===== config.mk =====
export PLATFORM = sky130hd
export DESIGN_NAME = irq_index_ctrl
export DESIGN_NICKNAME = d
export VERILOG_FILES = /design/src/rtl/irq_idx_pkg.sv /design/src/rtl/irq_src_slot.sv /design/src/rtl/irq_first_pick.sv /design/src/rtl/irq_index_ctrl.sv
export SDC_FILE = /design/constraint.sdc
export NUM_CORES = 1
export LEC_CHECK = 0
export ABC_CLOCK_PERIOD_IN_PS = 4300
export CORE_MARGIN = 3
export CORE_UTILIZATION = 53
export DETAILED_ROUTE_END_ITERATION = 10
export GPL_TIMING_DRIVEN = 1
export PLACE_DENSITY = 0.81
export SYNTH_ARGS = -nofsm -noshare
export SYNTH_HDL_FRONTEND = slang
export SYNTH_SLANG_ARGS = --single-unit

===== constraint.sdc =====
create_clock -name clk -period 4.3 [get_ports clk]
set_input_delay 0.86 -clock clk [delete_from_list [all_inputs] [get_ports clk]]
set_output_delay 0.86 -clock clk [all_outputs]
set_load 0.01 [all_outputs]

===== src/rtl/irq_idx_pkg.sv =====
package irq_idx_pkg;

   // per-source configuration, as stored
   typedef struct packed {
      logic [7:0] vector;
      logic       eoi_req;
      logic       level;
      logic       mask;
   } src_cfg_t;

   localparam logic [7:0] IDX_COUNT    = 8'h01;
   localparam logic [7:0] IDX_SRC_BASE = 8'h10;
   localparam int unsigned EOI_FLAG_BIT = 31;

   localparam src_cfg_t CFG_RESET = '{vector: 8'h00, eoi_req: 1'b0, level: 1'b0, mask: 1'b1};

   function automatic logic [31:0] cfg_to_word(src_cfg_t c);
      logic [31:0] w;
      w        = '0;
      w[0]     = c.mask;
      w[1]     = c.level;
      w[5]     = c.eoi_req;
      w[23:16] = c.vector;
      return w;
   endfunction

   function automatic src_cfg_t word_to_cfg(logic [31:0] w);
      src_cfg_t c;
      c.mask    = w[0];
      c.level   = w[1];
      c.eoi_req = w[5];
      c.vector  = w[23:16];
      return c;
   endfunction

endpackage


===== src/rtl/irq_src_slot.sv =====
module irq_src_slot
   import irq_idx_pkg::*;
(
   input  logic        clk,
   input  logic        rst_n,
   input  logic        line_i,
   input  logic        cfg_we,
   input  logic [31:0] cfg_wdata,
   input  logic        eoi_i,
   input  logic        grant_i,
   output src_cfg_t    cfg_o,
   output logic        req_o,
   output logic        busy_o
);

   src_cfg_t cfg_q;
   logic     line_q;
   logic     pend_q;
   logic     busy_q;
   logic     rise;
   logic     mode_chg;

   assign rise     = line_i & ~line_q;
   assign mode_chg = cfg_we & (cfg_wdata[1] != cfg_q.level);

   always_ff @(posedge clk) begin
      if (!rst_n) begin
         cfg_q  <= CFG_RESET;
         line_q <= 1'b0;
         pend_q <= 1'b0;
         busy_q <= 1'b0;
      end else begin
         line_q <= line_i;
         if (cfg_we) begin
            cfg_q <= word_to_cfg(cfg_wdata);
         end
         // edge latch: only unmasked rising edges are kept
         if (mode_chg || cfg_q.level) begin
            pend_q <= 1'b0;
         end else begin
            pend_q <= (pend_q & ~grant_i) | (rise & ~cfg_q.mask);
         end
         // level source waits for EOI once serviced
         busy_q <= (busy_q & ~eoi_i & ~mode_chg) | (grant_i & cfg_q.level);
      end
   end

   assign req_o  = ~cfg_q.mask & (cfg_q.level ? (line_q & ~busy_q) : pend_q);
   assign cfg_o  = cfg_q;
   assign busy_o = busy_q;

endmodule


===== src/rtl/irq_first_pick.sv =====
module irq_first_pick #(
   parameter int unsigned N = 8
) (
   input  logic [N-1:0] req_i,
   output logic [N-1:0] onehot_o,
   output logic         any_o
);

   generate
      if (N == 1) begin : g_single
         assign onehot_o = req_i;
      end else begin : g_multi
         // isolate lowest set bit
         assign onehot_o = req_i & (~req_i + N'(1));
      end
   endgenerate

   assign any_o = |req_i;

endmodule


===== src/rtl/irq_index_ctrl.sv =====
module irq_index_ctrl
   import irq_idx_pkg::*;
#(
   parameter int unsigned NUM_SRC   = 8,
   parameter int unsigned ACK_WORDS = (NUM_SRC + 31) / 32,
   parameter int unsigned ACK_W     = (ACK_WORDS > 1) ? $clog2(ACK_WORDS) : 1
) (
   input  logic               clk,
   input  logic               rst_n,
   input  logic               idx_we,
   input  logic [7:0]         idx_wdata,
   input  logic               win_we,
   input  logic [31:0]        win_wdata,
   output logic [31:0]        win_rdata,
   input  logic               ack_we,
   input  logic [ACK_W-1:0]   ack_word,
   input  logic [31:0]        ack_wdata,
   input  logic [NUM_SRC-1:0] irq_lines,
   output logic               msg_valid,
   input  logic               msg_ready,
   output logic [7:0]         msg_vector
);

   localparam int unsigned MAX_SRC = 120;

   generate
      if (NUM_SRC < 1 || NUM_SRC > MAX_SRC) begin : g_bad_count
         $error("irq_index_ctrl: NUM_SRC must lie in 1..120");
      end
      if (ACK_W < 1) begin : g_bad_ackw
         $error("irq_index_ctrl: ACK_W must be at least 1");
      end
   endgenerate

   logic [7:0]   idx_q;
   logic [7:0]   rel;
   logic [6:0]   sel_src;
   logic         sel_hi;
   logic         in_src;

   src_cfg_t     cfg_arr [NUM_SRC];
   logic [NUM_SRC-1:0] req_vec;
   logic [NUM_SRC-1:0] busy_vec;
   logic [NUM_SRC-1:0] mask_vec;
   logic [NUM_SRC-1:0] level_vec;
   logic [NUM_SRC-1:0] eoi_vec;
   logic [NUM_SRC-1:0] pick_vec;
   logic [NUM_SRC-1:0] grant_vec;
   logic               any_req;

   always_ff @(posedge clk) begin
      if (!rst_n) begin
         idx_q <= '0;
      end else if (idx_we) begin
         idx_q <= idx_wdata;
      end
   end

   assign rel     = idx_q - IDX_SRC_BASE;
   assign sel_src = rel[7:1];
   assign sel_hi  = rel[0];
   assign in_src  = (idx_q >= IDX_SRC_BASE) && (32'(sel_src) < NUM_SRC);

   generate
      for (genvar i = 0; i < NUM_SRC; i++) begin : g_src
         logic cfg_we_i;
         logic eoi_win_i;
         logic eoi_bm_i;

         assign cfg_we_i  = win_we & in_src & ~sel_hi & (sel_src == 7'(i));
         assign eoi_win_i = win_we & in_src & sel_hi & (sel_src == 7'(i))
                            & win_wdata[EOI_FLAG_BIT];
         assign eoi_bm_i  = ack_we & (ack_word == ACK_W'(i / 32)) & ack_wdata[i % 32];
         assign eoi_vec[i] = eoi_win_i | eoi_bm_i;

         irq_src_slot u_slot (
            .clk       (clk),
            .rst_n     (rst_n),
            .line_i    (irq_lines[i]),
            .cfg_we    (cfg_we_i),
            .cfg_wdata (win_wdata),
            .eoi_i     (eoi_vec[i]),
            .grant_i   (grant_vec[i]),
            .cfg_o     (cfg_arr[i]),
            .req_o     (req_vec[i]),
            .busy_o    (busy_vec[i])
         );

         assign mask_vec[i]  = cfg_arr[i].mask;
         assign level_vec[i] = cfg_arr[i].level;
      end
   endgenerate

   irq_first_pick #(.N(NUM_SRC)) u_pick (
      .req_i    (req_vec),
      .onehot_o (pick_vec),
      .any_o    (any_req)
   );

   assign msg_valid = any_req;
   assign grant_vec = pick_vec & {NUM_SRC{msg_ready}};

   always_comb begin
      msg_vector = '0;
      for (int k = 0; k < NUM_SRC; k++) begin
         if (pick_vec[k]) msg_vector = cfg_arr[k].vector;
      end
   end

   always_comb begin
      win_rdata = '0;
      if (idx_q == IDX_COUNT) begin
         win_rdata[23:16] = 8'(NUM_SRC - 1);
      end else begin
         for (int k = 0; k < NUM_SRC; k++) begin
            if (in_src && !sel_hi && (sel_src == 7'(k))) win_rdata = cfg_to_word(cfg_arr[k]);
         end
      end
   end

endmodule


# Word-level counts from Yosys, hierarchy flattened
# Cells that the tools add are included.
[totals]
reg_bits = 120
inputBits = 87
output_inout_bits = 41
elab_cells = 319
[op_classes]
n_addsub = 2
magnitude_cmp = 2
n_eq_ne = 16
n_mux = 27
n_bitwise = 186
n_reduce_logical = 29
[ops]
columns = ["operator", "n"]
rows = [
  ["$mux W32", 7],
  ["$and A1 B1 Y1", 108],
  ["$mux W8", 10],
  ["$not A1 Y1", 51],
  ["$eq A7 B3 Y1 const B", 4],
  ["$mux W24", 1],
  ["$or A1 B1 Y1", 24],
  ["$and A8 B8 Y8", 2],
  ["$mux W16", 1],
  ["$reduce_or A2 Y1", 8],
  ["$eq A7 B2 Y1 const B", 2],
  ["$logic_and A1 B1 Y1", 10],
  ["$add A8 B1 Y8 const B", 1],
  ["$eq A8 B1 Y1 const B", 1],
  ["$ge A8 B5 Y1 const B", 1],
  ["$logic_or A1 B1 Y1", 8],
  ["$mux W1", 8],
  ["$ne A1 B1 Y1", 8],
  ["$not A8 Y8", 1],
  ["$reduce_or A8 Y1", 1],
  ["$sub A8 B5 Y8 const B", 1],
  ["$eq A7 B1 Y1 const B", 1],
  ["$logic_not A7 Y1", 1],
  ["$lt A7 B4 Y1 const B", 1],
  ["$logic_not A1 Y1", 1],
]

# Logic depth before layout (Yosys ltp)
# Gate-level depths: netlist (run 1).
[logic_depth]
depth_word = 15
depth_mapped = 11

# Modules after synthesis
# From an unflattened synthesis (run 1), not the netlist that was laid out.
[hier_totals]
cells_unflattened = 718
area_unflattened_um2 = 6976.7
[modules_own_cells]
columns = ["module", "instances", "cells_per_inst", "area_each_um2"]
rows = [
  ["irq_src_slot", 8, 53, 589.3],
  ["irq_index_ctrl", 1, 282, 2165.8],
  ["irq_first_pick", 1, 12, 96.3],
]

# Least setup slack after synthesis (run 1)
# Ideal clock, no wire load.
[synth_timing]
path_type = "reg2out"
start = "register idx_q[4]"
end = "output win_rdata[0]"
arrival_ns = 2.564
path_slack_ns = 0.876
path_stages_with_launch = 10
path_cell_list = "dfxtp_1 > inv_1 > ha_1 > or2_2 > or4_1 > a21boi_1 > nor2_1 > clkbuf_1 > o221ai_1 > nor3_1"
[synth_via]
elab_chain_cells = 14
elab_cells_between_ends = 31
[synth_lines]
columns = ["item", "line_no", "text"]
rows = [
  ["from (decl)", "irq_index_ctrl.sv:35", "logic [7:0] idx_q;"],
  ["from (signal assigned)", "irq_index_ctrl.sv:55", "idx_q <= idx_wdata;"],
  ["$sub A8 B5 Y8", "irq_index_ctrl.sv:59", "assign rel = idx_q - IDX_SRC_BASE;"],
  ["$lt A7 B4 Y1", "irq_index_ctrl.sv:62", "assign in_src = (idx_q >= IDX_SRC_BASE) && (32'(sel_src) < NUM_SRC);"],
  ["$logic_and A1 B1 Y1", "irq_index_ctrl.sv:62", ""],
  ["$logic_and A1 B1 Y1 (2 in series)", "irq_index_ctrl.sv:116", "if (in_src && !sel_hi && (sel_src == 7'(k))) win_rdata = cfg_to_word(cfg_arr[k]);"],
  ["$mux W24", "irq_index_ctrl.sv:116", ""],
  ["$mux W32 (7 in series)", "irq_index_ctrl.sv:116", ""],
  ["$mux W16 *", "irq_index_ctrl.sv:112", "if (idx_q == IDX_COUNT) begin"],
  ["to (decl)", "irq_index_ctrl.sv:14", "output logic [31:0] win_rdata,"],
]
# Every way passes the cells marked *; elsewhere a longest branch is shown, timed or not.

# Worst setup path in the final report (run 1)
[layout_timing]
start = "register idx_q[5]"
end = "output win_rdata[21]"
[layout_via]
elab_chain_cells = 14
elab_cells_between_ends = 31
[layout_lines]
columns = ["item", "line_no"]
rows = [
  ["$sub A8 B5 Y8", "irq_index_ctrl.sv:59"],
  ["$lt A7 B4 Y1", "irq_index_ctrl.sv:62"],
  ["$logic_and A1 B1 Y1", "irq_index_ctrl.sv:62"],
  ["$logic_and A1 B1 Y1 (2 in series)", "irq_index_ctrl.sv:116"],
  ["$mux W24", "irq_index_ctrl.sv:116"],
  ["$mux W32 (7 in series)", "irq_index_ctrl.sv:116"],
  ["$mux W8 *", "irq_index_ctrl.sv:112"],
]
# Marks and branches as above.

==> results of run 1 <==
==> synthesized netlist by cell type (5+ instances only) <==
library cell,instances
o211ai_1,6
o221ai_1,7
a22o_1,5
mux2i_1,40
nand4_1,6
a21o_1,5
inv_1,10
o21a_1,6
a2111oi_1,5
nor2_1,79
a31o_2,5
a221o_1,15
nor4bb_1,5
and2_1,15
a211o_1,5
nand2_1,142
nor2b_1,9
a21oi_1,75
o21ai_0,37
and3_1,8
nor3_1,21
nand2b_1,7
buf_2,8
o22ai_1,14
clkbuf_1,53
nand3_1,44
buf_4,26
a22oi_1,14
nor4b_1,5
dfxtp_1,120
==> sequential cells by signal, indices dropped and copies added (netlist names) <==
signal,cells
g_src.u_slot.line_q,8
g_src.u_slot.cfg_o,88
idx_q,8
g_src.u_slot.busy_o,8
g_src.u_slot.pend_q,8
==> kinds of logic (layout without fill, tap and decap cells) <==
kind of cell               Yosys count  after routing  synth area share (%)
AOI/OAI and AO/OA                  239            239                 24.08
xor gates and xnor gates             1              1                0.1293
adders and majority gates            4              4                0.7387
buffers and inverters               99            139                 7.091
DFF                                120            120                 35.46
muxes                               45             45                 7.073
other                                1             21               0.05535
and+or+nand+nor                    364            364                 25.37
==> cell type report <==
type,count,area (µm²)
Clock buffer,24,491.7
Clock inverter,8,165.2
Fill cell,1013,3964
Inverter,11,41.29
Multi-Input combinational cell,674,4105
Sequential cell,120,2405
Tap cell,168,210.2
Timing Repair Buffer,96,879.6
==> power by group <==
part / internal (mW) / total [mW] / switching [mW]
clock: 1.09 / 1.59 / 0.505
sequential: 1.12 / 1.13 / 0.00891
combinational: 0.0743 / 0.197 / 0.123
==> what timing repair did <==
| item | 4_1_cts | 5_1_grt |
|---|---|---|
| buffers inserted | 2 | 2 |
| gates resized for setup | 14 | 19 |
| setup endpoints to repair | 9 | 15 |
| pin swaps | 2 | 5 |
==> cell usage in the layout, fill, tap and decap left out, types with 4 or more instances in the layout <==
cell	Yosys	final
conb_1	1	21
o21ai_0	37	36
o31ai_1	4	4
nand2_1	142	141
mux2i_1	40	40
nor2_1	79	77
clkdlybuf4s50_1	0	59
a21o_1	5	5
a221o_1	15	15
a221oi_1	4	4
nand3_1	44	44
or2_2	4	4
nor4b_1	5	5
nor4bb_1	5	4
o22ai_1	14	14
a31o_2	5	5
nand2b_1	7	7
clkbuf_8	0	4
nor3_1	21	17
a21oi_1	75	75
and3_1	8	7
o21a_1	6	6
a22o_1	5	5
nor4_1	4	4
nor2b_1	9	9
and2_1	15	14
o221ai_1	7	7
inv_1	10	9
o211ai_1	6	6
a211o_1	5	5
dfxtp_1	120	118
bufinv_16	0	5
buf_4	26	33
a22oi_1	14	14
nand4_1	6	6
a31oi_1	4	4
clkbuf_16	0	17
==> worst max-delay path: cells and delay by family (launching register included) <==
family | cells | cell delay (ns)
buf+inv | 3 | 0.80
flops | 1 | 0.34
simple gates | 3 | 0.77
compound gates | 3 | 0.85
fa+ha+maj | 1 | 0.14
==> worst min path at each step <==
stage | from | endpoint | slack, ns | depth (start not counted)
global route | g_src[0].u_slot.cfg_o[2]$_SDFFE_PN0P_ | g_src[0].u_slot.cfg_o[2]$_SDFFE_PN0P_ | 0.46 | 2
CTS | g_src[0].u_slot.cfg_o[2]$_SDFFE_PN0P_ | g_src[0].u_slot.cfg_o[2]$_SDFFE_PN0P_ | 0.44 | 2
finish | g_src[0].u_slot.cfg_o[2]$_SDFFE_PN0P_ | g_src[0].u_slot.cfg_o[2]$_SDFFE_PN0P_ | 0.44 | 2
detailed placement | g_src[0].u_slot.cfg_o[2]$_SDFFE_PN0P_ | g_src[0].u_slot.cfg_o[2]$_SDFFE_PN0P_ | 0.44 | 2
floorplan | g_src[0].u_slot.cfg_o[2]$_SDFFE_PN0P_ | g_src[0].u_slot.cfg_o[2]$_SDFFE_PN0P_ | 0.42 | 2
global placement | g_src[0].u_slot.cfg_o[2]$_SDFFE_PN0P_ | g_src[0].u_slot.cfg_o[2]$_SDFFE_PN0P_ | 0.43 | 2
==> metal layers <==
layer,global-route usage (%),part of all wire (%)
met1,40.53,41
met2,45.11,45
met3,8.262,9.6
met4,13.25,4.0
met5,0,0
==> through the flow <==
step | setup WS [ns] | area, µm²
5_1_grt | -0.01807 | 8298
2_1_floorplan | 0.8765 | 6850
3_5_place_dp | 0.2343 | 7462
3_3_place_gp | 0.2519 | 7462
4_1_cts | -0.005063 | 8189
6_report | 0.1135 | 8298
==> impl_results.md, run 1 <==
- Run status: complete, no violations
- Yosys warning count: 0
- Pin slew with the least headroom to its limit: 1.008 ns
- I/O Buffers: just over 60
- WL/cell: just under 20 µm
- Number of clock sinks seen by CTS: 120
- Library cell with the largest summed area after synthesis: dfxtp_1
- Number of core rows: 40
- P_leak: 3.154 nW
- Routed via count: 7031
- Number of placed I/O pins: between 100 and 150
- Crit path cell chain: inv_2 -> ha_1 -> or4b_4 -> a311oi_4 -> buf_6 -> and2_4 -> nand2_4 -> a2111oi_4 -> o21a_1 -> clkdlybuf4s50_1
- Sequential cell area fraction in the yosys report: 35.46%
- Non-filler cells, final: 1101
- Combined area of all synthesized cells: 6775 µm²
- Nets@finish: around 1000
- Netlist cell types: roughly 70
- Dpl hpwl: 14.72 mm
- Maximum clock insertion buffer count: 2
- Slowest Stage Delay on Critical Path: 0.54 ns
- Overall track demand over capacity in global routing: 30.09%
- Category of the critical setup timing path: flip-flop to primary output
- Starting DRT DRC Count: 909
- Global-route wire length before repair: 34.02 mm
- CP max-delay cell: clkdlybuf4s50_1
- Count of hold-fix buffers inserted at cts: 0
- Maxcap violations: 0
- Cell at the root of the clock tree: clkbuf_16
- First element of the critical path: idx_q[5]$_SDFFE_PN0P_
- Worst endpoint required time: ~3.4 ns
- CTS tree: yes
- CTS buffer count: 17
- Worst Skew: 0.007246 ns
- Area of the die: 14180 µm²
- Setup-violating endpoint count in the final report: 0
- Final critical-path required period: between 4 and 5 ns
- Effective utilization at floorplan: 55.26%
- Mean instance size in the synthesized netlist: roughly 7.8 µm²
- Post-route ant nets: 0
- Largest voltage drop on the vdd net: between 0.2 and 0.3 mV
- Number of remaining DRC errors: 0
- Largest net degree at the start of global routing: 61
- Pwr per Cell Area: roughly 350 nW/µm²
- Total negative setup slack: 0 ns
- Flop-to-flop setup slack: between 1 and 1.5 ns
- Cells on worst reg2reg path: 9
- Worst flop-to-flop path startpoint: idx_q[4]$_SDFFE_PN0P_
- Antenna violations before repair: 0
- Highest Clock Rate: 238.9 MHz
- Routed via count divided by cell count: 6.386
- Ratio of cells with drive above 1 in the final layout: a little under an eighth
- Max-slew violations: 0
- Post-synth EDFFs: 0
- Type of element capturing the critical path: primary output
- Worst-path maximum fanout: 9
- Worst hold-check path type: flip-flop to flip-flop
- Element type at the critical path start: flip-flop
- Floorplan Core Area: 12260 µm²
- Total power consumption of the routed design: 2.919 mW
- CTS HTree Levels: 4
- Synthesized instance count: 873
- Clock Pin Slew Worst Setup and Hold Paths: 0.05 ns
- Vias in the first global route: roughly 6500
- Async set-or-reset flop fraction in the synthesized netlist: 0%
- Die height: 119.1 µm
- Hold Violations, Final: 0
- Capturing instance or port of the critical path: win_rdata[21]
- Relative slew margins: roughly 33%
- Clock latency on the worst-skew pair: 0.43 ns
- Hold WS: approximately 0.44 ns
- Area share of the largest cell type after synthesis: 35.46%
- Sum of overflow across all layers after global routing: 0
- WP data arrival: 3.33 ns
- 1st-pass router iterations: 5
- FF+latch count, synth: 120
- Detailed-route wire length: 21.44 mm
- Antenna diodes: 0
- Most used DFF post-synth: dfxtp_1
- RD Place Congestion: 0.9645
- Area overhead of the layout relative to synthesis: 22.47%
- Die X: 119.1 µm
- Top cells by area, synth: dfxtp_1 (35%), nand2_1 (7.9%), mux2i_1 (5.9%)
- Share of the clock period used by the worst path: 97.36%
- Number of instances in the placed design: 1065
- Final design utilization: 67.67%
- Capture point of the worst reg-to-reg path: g_src[4].u_slot.busy_o$_SDFF_PN0_
Note: power is estimated with default switching activity, not from simulation.
==> run 2, diff against run 1 <==
--- a/config.mk
+++ b/config.mk
@@ -5,12 +5,12 @@
 export SDC_FILE = /design/constraint.sdc
 export NUM_CORES = 1
 export LEC_CHECK = 0
-export ABC_CLOCK_PERIOD_IN_PS = 4300
+export ABC_CLOCK_PERIOD_IN_PS = 5170
 export CORE_MARGIN = 3
-export CORE_UTILIZATION = 53
+export CORE_UTILIZATION = 57
 export DETAILED_ROUTE_END_ITERATION = 10
 export GPL_TIMING_DRIVEN = 1
-export PLACE_DENSITY = 0.81
+export PLACE_DENSITY = 0.86
 export SYNTH_ARGS = -nofsm -noshare
 export SYNTH_HDL_FRONTEND = slang
 export SYNTH_SLANG_ARGS = --single-unit
==> constraint.sdc (replaced) <==
create_clock -name clk -period 5.17 [get_ports clk]
set_input_delay 1.034 -clock clk [delete_from_list [all_inputs] [get_ports clk]]
set_output_delay 1.034 -clock clk [all_outputs]
set_load 0.01 [all_outputs]
==> impl_results.md, run 2 (synthesis gave the netlist of run 1 again) <==
- Setup repair after global routing missed its margin: no
- Nets@finish: 996 (-1.5%)
- Die X: 115.0 µm (-3.4%)
- Total negative setup slack: 0 ns (unchanged)
- Cells on worst reg2reg path: 8 (-1)
- Number of clock sinks seen by CTS: 120 (unchanged)
- Highest Clock Rate: between 200 and 250 MHz
- Worst flop-to-flop path startpoint: idx_q[4]$_SDFFE_PN0P_
- Post-route ant nets: 0 (unchanged)
- Pwr per Cell Area: 283.9 nW/µm² (-19%)
- WP data arrival: 3.79 ns (+0.46 ns)
- Routed via count: 6972 (-0.84%)
- CTS tree: yes
- Global-route wire length before repair: 33.18 mm (-2.5%)
- Clock Pin Slew Worst Setup and Hold Paths: 0.05 ns (about the same)
- Antenna diodes: 0 (unchanged)
- Top delay family on crit path: simple AND/OR/NAND/NOR gates
- Maxcap violations: 0 (unchanged)
- Post-CTS setup buffers: 0 (-2)
- Effective utilization at floorplan: 58.83% (+3.6 points)
- CTS HTree Levels: 4 (unchanged)
- Worst-path maximum fanout: 12 (+3)
- Dpl hpwl: 14.12 mm (-4.1%)
- CP max-delay cell: clkdlybuf4s50_1
- Post-Place Worst Slack: 0.6682 ns (+0.4339 ns)
- Hold depth: 2 (unchanged)
- Count of hold-fix buffers inserted at cts: 0 (unchanged)
- Commonest non-fill, non-tap cells in the layout: nand2_1 (142), dfxtp_1 (119), nor2_1 (79)
- Overall track demand over capacity in global routing: 31.95% (+1.9 points)
- P_leak: 2.966 nW (-6.0%)
- Setup-violating endpoint count in the final report: 0 (unchanged)
- Area of the die: 13230 µm² (-6.7%)
- Maximum clock insertion buffer count: 2 (unchanged)
- Floorplan Core Area: 11520 µm² (-6.1%)
- RD Place Congestion: 0.9328 (-3.3%)
- Pin slew with the least headroom to its limit: 1.038 ns (+0.02963 ns)
- Slowest Stage Delay on Critical Path: 0.54 ns (about the same)
- Sum of overflow across all layers after global routing: 0 (unchanged)
- Detailed-route wire length: 20.86 mm (-2.7%)
- I/O Buffers: 62 (unchanged)
- Max-slew violations: 0 (unchanged)
- Starting DRT DRC Count: 983 (+8.1%)
- Clock power share: 51.4% (-3.1 points)
- Sequential Power Share: 41.9% (+3.2 points)
- Relative slew margins: 30.60% (-2.0 points)
- WL/cell: 19.70 µm (+1.2%)
- Worst Skew: 0.007868 ns (+0.0006220 ns)
- Vias in the first global route: 6521 (+0.65%)
- Hold Violations, Final: 0 (unchanged)
- Net switching component of the power: 0.5255 mW (-17%)
- Run status: complete, no violations
- Net Sw Frac: 23.36% (+1.5 points)
- Largest net degree at the start of global routing: 61 (unchanged)
- Fill cell count: 963 (-4.9%)
- Final critical-path required period: 4.822 ns
- Cell-internal power: 1.724 mW (-24%)
- Crit path cell chain: inv_1 -> ha_1 -> or2_2 -> or4_1 -> o21ai_0 -> buf_4 -> nand2_1 -> a2111oi_1 -> o21a_1 -> clkdlybuf4s50_1
- Number of remaining DRC errors: 0 (unchanged)
- Category of the critical setup timing path: flip-flop to primary output
- 1st-pass router iterations: 10 (+5)
- Count of buffering cells on the critical path with inverters included: 3 (unchanged)
- CTS buffer count: 17 (unchanged)
- Worst hold-check path type: flip-flop to flip-flop
- Power share of the combinational group: 6.7% (about the same)
- Flop-to-flop setup slack: 1.96 ns (+0.72 ns)
- Commonest non-fill, non-tap cell in the layout: nand2_1
- Hold WS: 0.4524 ns (+0.01177 ns)
- Area overhead of the layout relative to synthesis: 16.95%
- Clock latency on the worst-skew pair: 0.43 ns (about the same)
- Die height: 115.0 µm (-3.4%)
- Type of element capturing the critical path: primary output
- Number of core rows: 39 (-2.5%)
- Worst Setup Slack, final: 0.3478 ns (+0.2343 ns)
- Max reg flops: 88 (unchanged)
- Worst hold start: g_src[0].u_slot.cfg_o[2]$_SDFFE_PN0P_
- Capture point of the worst reg-to-reg path: g_src[0].u_slot.busy_o$_SDFF_PN0_
- Worst min-delay path endpoint: g_src[0].u_slot.cfg_o[2]$_SDFFE_PN0P_
- Total power consumption of the routed design: 2.250 mW (-23%)
- Antenna violations before repair: 0 (unchanged)
- Share of the clock period used by the worst path: ~93%
- Element type at the critical path start: flip-flop
- Ratio of cells with drive above 1 in the final layout: 7.860% (-3.5 points)
- Cell at the root of the clock tree: clkbuf_16
- Worst endpoint required time: 4.14 ns (+0.70 ns)
- Routed via count divided by cell count: 6.584 (+3.1%)
- Number of placed I/O pins: 128 (unchanged)
- Largest voltage drop on the vdd net: 0.2873 mV (-3.0%)
==> run 2: what timing repair did <==
item	4_1_cts	5_1_grt
resized for setup	0	2
setup endpoints to repair	0	5
endpoints found under the hold margin	0	0
==> run 2: metal layers <==
layer  wire length (µm)  track usage (%)
met4                841            14.08
met2               9383            50.50
met5                  0                0
met1               8197            41.21
met3               2436            8.368
==> run 2: through the flow <==
stage               util [%]  std cells  cell area, µm²
finish                 68.81       1059            7924
global route           68.81       1059            7924
CTS                    68.76       1059            7919
detailed placement     63.81       1029            7348
global placement       63.81       1029            7348
floorplan                  -        893            6850
==> run 2: final cells by class <==
type                            count  area [µm²]  area share (%)
Multi-Input combinational cell    674        3971           50.12
Clock inverter                      9       100.1           1.263
Inverter                           11       41.29          0.5211
Clock buffer                       21       470.5           5.937
Timing Repair Buffer               81       758.2           9.569
Sequential cell                   120        2404           30.33
Tap cell                          143       178.9           2.258
==> run 2: worst max path at each step <==
stage                                     start       endpoint  slack [ns]  cells past startpoint
after global placement    idx_q[4]$_SDFFE_PN0P_  win_rdata[23]        0.73                      9
final                     idx_q[4]$_SDFFE_PN0P_  win_rdata[23]        0.35                     10
after floorplan           idx_q[4]$_SDFFE_PN0P_   win_rdata[0]        1.57                      9
after CTS                 idx_q[4]$_SDFFE_PN0P_  win_rdata[23]        0.18                      9
after global routing      idx_q[4]$_SDFFE_PN0P_  win_rdata[23]        0.10                     10
after detailed placement  idx_q[4]$_SDFFE_PN0P_  win_rdata[23]        0.67                      9
==> run 2: power groups by stage <==
stage | Clock [mW] | Combinational (mW) | Sequential, mW
floorplan | 0 | 0.0982 | 0.956
global placement | 0 | 0.144 | 0.961
detailed placement | 0 | 0.146 | 0.961
CTS | 1.16 | 0.147 | 0.941
global route | 1.20 | 0.161 | 0.942
finish | 1.16 | 0.151 | 0.942
==> run 2: tightest hold or removal path, delay by kind of cell (launching register included) <==
kind               cells  cell delay [ns]
DFF                    1             0.30
and+or+nand+nor        1             0.06
AOI/OAI and AO/OA      1             0.05
